===== src/rtl/pinbank_pkg.sv =====
package pinbank_pkg;
  localparam int OFF_DIR  = 0;
  localparam int OFF_DATA = 1;
  localparam int OFF_CFG  = 3;
  localparam int OFF_STAT = 4;
  localparam int MODE_W   = 2;
  localparam int MODE_FALL_BIT = 0;
  localparam int MODE_RISE_BIT = 1;
endpackage


===== src/rtl/pb_edge_detect.sv =====
module pb_edge_detect
  import pinbank_pkg::*;
#(
  parameter int NUM_IN = 4
) (
  input  logic                     clk,
  input  logic                     rst,
  input  logic [NUM_IN-1:0]        pins_async,
  input  logic [MODE_W*NUM_IN-1:0] mode,
  output logic [NUM_IN-1:0]        level,
  output logic [NUM_IN-1:0]        evt
);
  logic [NUM_IN-1:0] stage1_q, stage2_q, prev_q;

  always_ff @(posedge clk) begin
    if (rst) begin
      stage1_q <= '0;
      stage2_q <= '0;
      prev_q   <= '0;
    end else begin
      stage1_q <= pins_async;
      stage2_q <= stage1_q;
      prev_q   <= stage2_q;
    end
  end

  assign level = stage2_q;

  for (genvar i = 0; i < NUM_IN; i++) begin : g_pin
    logic rise, fall;
    assign rise   = stage2_q[i] & ~prev_q[i];
    assign fall   = ~stage2_q[i] & prev_q[i];
    assign evt[i] = (rise & mode[MODE_W*i + MODE_RISE_BIT]) |
                    (fall & mode[MODE_W*i + MODE_FALL_BIT]);
  end
endmodule


===== src/rtl/pb_event_status.sv =====
module pb_event_status #(
  parameter int NUM_IN = 4
) (
  input  logic              clk,
  input  logic              rst,
  input  logic [NUM_IN-1:0] evt,
  input  logic [NUM_IN-1:0] clr_mask,
  output logic [NUM_IN-1:0] status_q
);
  always_ff @(posedge clk) begin
    if (rst) status_q <= '0;
    else     status_q <= (status_q & ~clr_mask) | evt;
  end

  assert_w1c_R9: assert property (@(posedge clk) disable iff (rst)
    1'b1 |=> ((status_q & $past(clr_mask & ~evt)) == '0));

  assert_event_wins_R10: assert property (@(posedge clk) disable iff (rst)
    (evt != '0) |=> ((status_q & $past(evt)) == $past(evt)));
endmodule


===== src/rtl/pinbank_edge_irq.sv =====
module pinbank_edge_irq
  import pinbank_pkg::*;
#(
  parameter int NUM_OUT = 4,
  parameter int NUM_IN  = 4,
  parameter int ADDR_W  = 3,
  parameter int DATA_W  = 8
) (
  input  logic              clk,
  input  logic              rst,
  input  logic [ADDR_W-1:0] bus_addr,
  input  logic              bus_wr,
  input  logic              bus_rd,
  input  logic [DATA_W-1:0] bus_wdata,
  output logic [DATA_W-1:0] bus_rdata,
  output logic [NUM_OUT-1:0] out_pins,
  input  logic [NUM_IN-1:0] in_pins,
  output logic              irq
);
  localparam int CFG_W = MODE_W * NUM_IN;
  localparam logic [DATA_W-1:0] DIR_VAL = DATA_W'((1 << NUM_OUT) - 1);

  logic [NUM_OUT-1:0] out_q;
  logic [CFG_W-1:0]   cfg_q;
  logic [NUM_IN-1:0]  level, evt, status_q, clr_mask;
  logic [DATA_W-1:0]  rd_mux;

  logic hit_data, hit_cfg, hit_stat;
  assign hit_data = bus_addr == ADDR_W'(OFF_DATA);
  assign hit_cfg  = bus_addr == ADDR_W'(OFF_CFG);
  assign hit_stat = bus_addr == ADDR_W'(OFF_STAT);

  always_ff @(posedge clk) begin
    if (rst) begin
      out_q <= '0;
      cfg_q <= '0;
    end else if (bus_wr) begin
      if (hit_data) out_q <= bus_wdata[NUM_OUT-1:0];
      if (hit_cfg)  cfg_q <= bus_wdata[CFG_W-1:0];
    end
  end

  assign clr_mask = (bus_wr && hit_stat) ? bus_wdata[NUM_IN-1:0] : '0;

  pb_edge_detect #(.NUM_IN(NUM_IN)) u_edge (
    .clk(clk), .rst(rst), .pins_async(in_pins), .mode(cfg_q),
    .level(level), .evt(evt)
  );

  pb_event_status #(.NUM_IN(NUM_IN)) u_stat (
    .clk(clk), .rst(rst), .evt(evt), .clr_mask(clr_mask),
    .status_q(status_q)
  );

  always_comb begin
    rd_mux = '0;
    case (int'(bus_addr))
      OFF_DIR:  rd_mux = DIR_VAL;
      OFF_DATA: rd_mux = DATA_W'({level, out_q});
      OFF_CFG:  rd_mux = DATA_W'(cfg_q);
      OFF_STAT: rd_mux = DATA_W'(status_q);
      default:  rd_mux = '0;
    endcase
  end

  always_ff @(posedge clk) begin
    if (rst)         bus_rdata <= '0;
    else if (bus_rd) bus_rdata <= rd_mux;
    else             bus_rdata <= '0;
  end

  assign out_pins = out_q;
  assign irq      = |status_q;

  assert_dir_fixed_R2: assert property (@(posedge clk) disable iff (rst)
    (bus_rd && bus_addr == ADDR_W'(OFF_DIR)) |=> (bus_rdata == DIR_VAL));

  assert_out_stable_R3: assert property (@(posedge clk) disable iff (rst)
    !(bus_wr && hit_data) |=> $stable(out_pins));

  assert_irq_cause_R11: assert property (@(posedge clk) disable iff (rst)
    $rose(irq) |-> $past(evt != '0));
endmodule


===== config.mk =====
export PLATFORM = sky130hd
export DESIGN_NAME = pinbank_edge_irq
export DESIGN_NICKNAME = d
export VERILOG_FILES = /design/src/rtl/pinbank_pkg.sv /design/src/rtl/pb_edge_detect.sv /design/src/rtl/pb_event_status.sv /design/src/rtl/pinbank_edge_irq.sv
export SDC_FILE = /design/constraint.sdc
export NUM_CORES = 1
export LEC_CHECK = 0
export ABC_CLOCK_PERIOD_IN_PS = 1880
export BUFFER_PORTS_ARGS = -buffer_cell sky130_fd_sc_hd__buf_4
export CAP_MARGIN = 20
export CORE_ASPECT_RATIO = 0.75
export CORE_UTILIZATION = 56
export DETAILED_ROUTE_END_ITERATION = 8
export HOLD_SLACK_MARGIN = 0.06
export PLACE_DENSITY_LB_ADDON = 0.25
export RECOVER_POWER = 25
export SLEW_MARGIN = 25
export SYNTH_ARGS = -nofsm -noshare
export SYNTH_HDL_FRONTEND = slang
export SYNTH_HIERARCHICAL = 1
export SYNTH_SLANG_ARGS = --single-unit

===== constraint.sdc =====
create_clock -name clk -period 1.88 [get_ports clk]
set_input_delay 0.282 -clock clk [delete_from_list [all_inputs] [get_ports clk]]
set_output_delay 0.282 -clock clk [all_outputs]
set_load 0.005 [all_outputs]

==> impl_metrics.json <==
{
  "cts-root-buf": "clkbuf_4",
  "rsz0062_at_grt": "no",
  "gr-usage-met3_pct": 10.23,
  "clkTransAtPathRegs_ns": 0.10,
  "core_mm2": 0.002346,
  "grt.busiest_layer": "met2",
  "setup-violations-final": 0,
  "tns_ns": 0,
  "p_leak_nw": 0.6880,
  "worstPathRequired_ns": 1.60,
  "synthDistinctLibCells": 25,
  "die_area_mm2": 0.002741,
  "post_cts_buffers": 0,
  "rows": 15,
  "fp.dieW_um": 60.12,
  "slew_headroom_pct": 75.00,
  "critical_path_arrival_ns": 1.35,
  "cts.sinks": 36,
  "powerDensity_mw_per_mm2": 825.0,
  "htreeDepth": 2,
  "first_global_vias": 1002,
  "grt_use_met1_pct": 29.03,
  "critPathCaptureType": "output port",
  "io_buffers": 31,
  "fin_skew_ns": 0.009527,
  "finalHoldViolations": 0,
  "max_slew.worst_pin.slew_ns": 0.3747,
  "hp-class": "input pin to flip-flop",
  "path_max_fanout": 3,
  "wl_per_cell_um": 13.62,
  "cap_violations": 0,
  "vias_per_cell": 5.248,
  "fp.dieH_um": 45.59,
  "finalWirelength_mm": 2.969,
  "cts_resized": 0,
  "track_usage_pct": 23.59,
  "cts_hold_buf": 0,
  "yosysWarnings": 6,
  "cts.path.max_buffers": 2,
  "clk_latency_ns": 0.33,
  "max_freq_mhz": 612.5,
  "ys_seq_area_share_pct": 50.79,
  "dp_cells": 210,
  "critPathKind": "flip-flop to output port",
  "io-pin-count": 32,
  "syn2layout_area_growth_pct": 21.25,
  "cts_tree": "yes",
  "overflow": 0,
  "cp-start-kind": "flip-flop",
  "antenna_cells": 0,
  "grt_pass1_wl_mm": 4.464,
  "first_pass_iters": 4,
  "synth-seq-cells": 36,
  "start_util_pct": 60.48,
  "slew_violations": 0,
  "syn-num-nets": 169,
  "drc_errors": 0,
  "grt_max_degree": 30,
  "nFillCells": 179,
  "min_period_ns": 1.633,
  "finish.net_count": 202,
  "numCtsBuffers": 5,
  "antenna_found_initial": 0,
  "gp_congestion": 0.8627,
  "vdd_drop_max_uv": 479.8,
  "drive_above_1_share_pct": 27.17,
  "holdWs_ns": 0.1549,
  "status": "finished, final reports clean",
  "syn_area_per_cell_um2": 9.459,
  "drtIter0Drc": 42,
  "vias": 1144,
  "syn_area_mm2": 0.001419,
  "synth_cells": 150,
  "p_total_w": 0.001419,
  "antenna_left": 0,
  "met2_usage_pct": 36.92,
  "dp_hpwl_mm": 2.174,
  "instances_no_fill": 218,
  "finalCritPeriodShare_pct": 86.84
}
## critical path, cell delays in order (launching register included)
cell and delay [ns]:
dfxtp_1 0.33, or4_1 0.53, buf_4 0.15
## area by class of cell
type	instances	area (um^2)	area share, %
Timing Repair Buffer	31	232.7	13.53
Tap cell	34	42.54	2.473
Clock inverter	2	35.03	2.036
Clock buffer	6	41.29	2.400
Inverter	5	18.77	1.091
Multi-Input combinational cell	104	629.4	36.58
Sequential cell	36	720.7	41.89
## flip-flops by register name, indices dropped and copies added (netlist names)
signal,count
cfg_q,8
out_pins,4
u_edge/stage1_q,4
bus_rdata,8
u_edge/level,4
u_edge/prev_q,4
u_stat/status_q,4
## cell usage after synthesis, drive strengths merged
library cell	instances	area (um^2)
a21oi	12	60.06
a31oi	4	25.02
and2	4	25.02
and2b	2	17.52
and3b	1	8.760
and4b	1	10.01
and4bb	2	25.02
buf	4	41.29
clkbuf	1	3.750
dfxtp	36	720.7
inv	5	18.77
mux2i	8	80.08
nand2	28	105.1
nand2b	4	25.02
nand3b	5	37.54
nand4b	1	15.01
nor2	10	37.54
nor2b	12	110.1
o21ai	9	45.04
or4	1	7.510
## logic make-up (layout without fill, tap and decap cells)
family                 count (synthesis)  after routing  synth area share [%]
AND/OR/NAND/NOR                       71             71                 29.89
flip-flops                            36             36                 50.79
AO/OA/AOI/OAI                         25             25                 9.171
buffers and inverters                 10             44                 4.497
multiplexers                           8              8                 5.644
## layout by cell type, fill, tap and decap left out, drive strengths merged
cell / count
or4: 1
nand2: 28
buf: 31
bufinv: 1
and2: 4
nand2b: 4
mux2i: 8
nand3b: 5
inv: 5
nor2b: 12
and4bb: 2
dfxtp: 36
and3b: 1
a31oi: 4
o21ai: 9
nand4b: 1
a21oi: 12
and2b: 2
clkinv: 1
clkbuf: 6
and4b: 1
nor2: 10
## per-layer routing
| layer | wire (um) | share of wire [%] |
|---|---|---|
| met5 | 0 | 0 |
| met4 | 14 | 0.47 |
| met3 | 188 | 6.3 |
| met2 | 1440 | 49 |
| met1 | 1325 | 45 |
## per-stage QoR
| stage | utilization, % | cell area, um^2 | setup slack (ns) |
|---|---|---|---|
| after floorplan | - | 1419 | 0.7773 |
| after global placement | 70.29 | 1649 | 0.6239 |
| after detailed placement | 70.29 | 1649 | 0.6144 |
| after CTS | 73.55 | 1725 | 0.2402 |
| after global routing | 73.33 | 1720 | 0.1652 |
| final | 73.33 | 1720 | 0.2474 |
## where the power goes
group	total, W	internal (W)	switching (W)
Clock	0.000524	0.000279	0.000246
Sequential	0.000791	0.000780	0.0000110
Combinational	0.000104	0.0000554	0.0000488
Total	0.00142	0.00111	0.000305
## final timing paths
kind,start,to,slack [ns],cells past startpoint
hold / removal,in_pins[1],u_edge/stage1_q[1],0.15,2
setup / recovery,u_stat/status_q[2],irq,0.25,2
setup reg to reg,cfg_q[3],u_stat/status_q[1],1.00,4
hold reg to reg,u_edge/stage1_q[0],u_edge/level[0],0.45,1
Note: power is estimated with default switching activity, not from simulation.
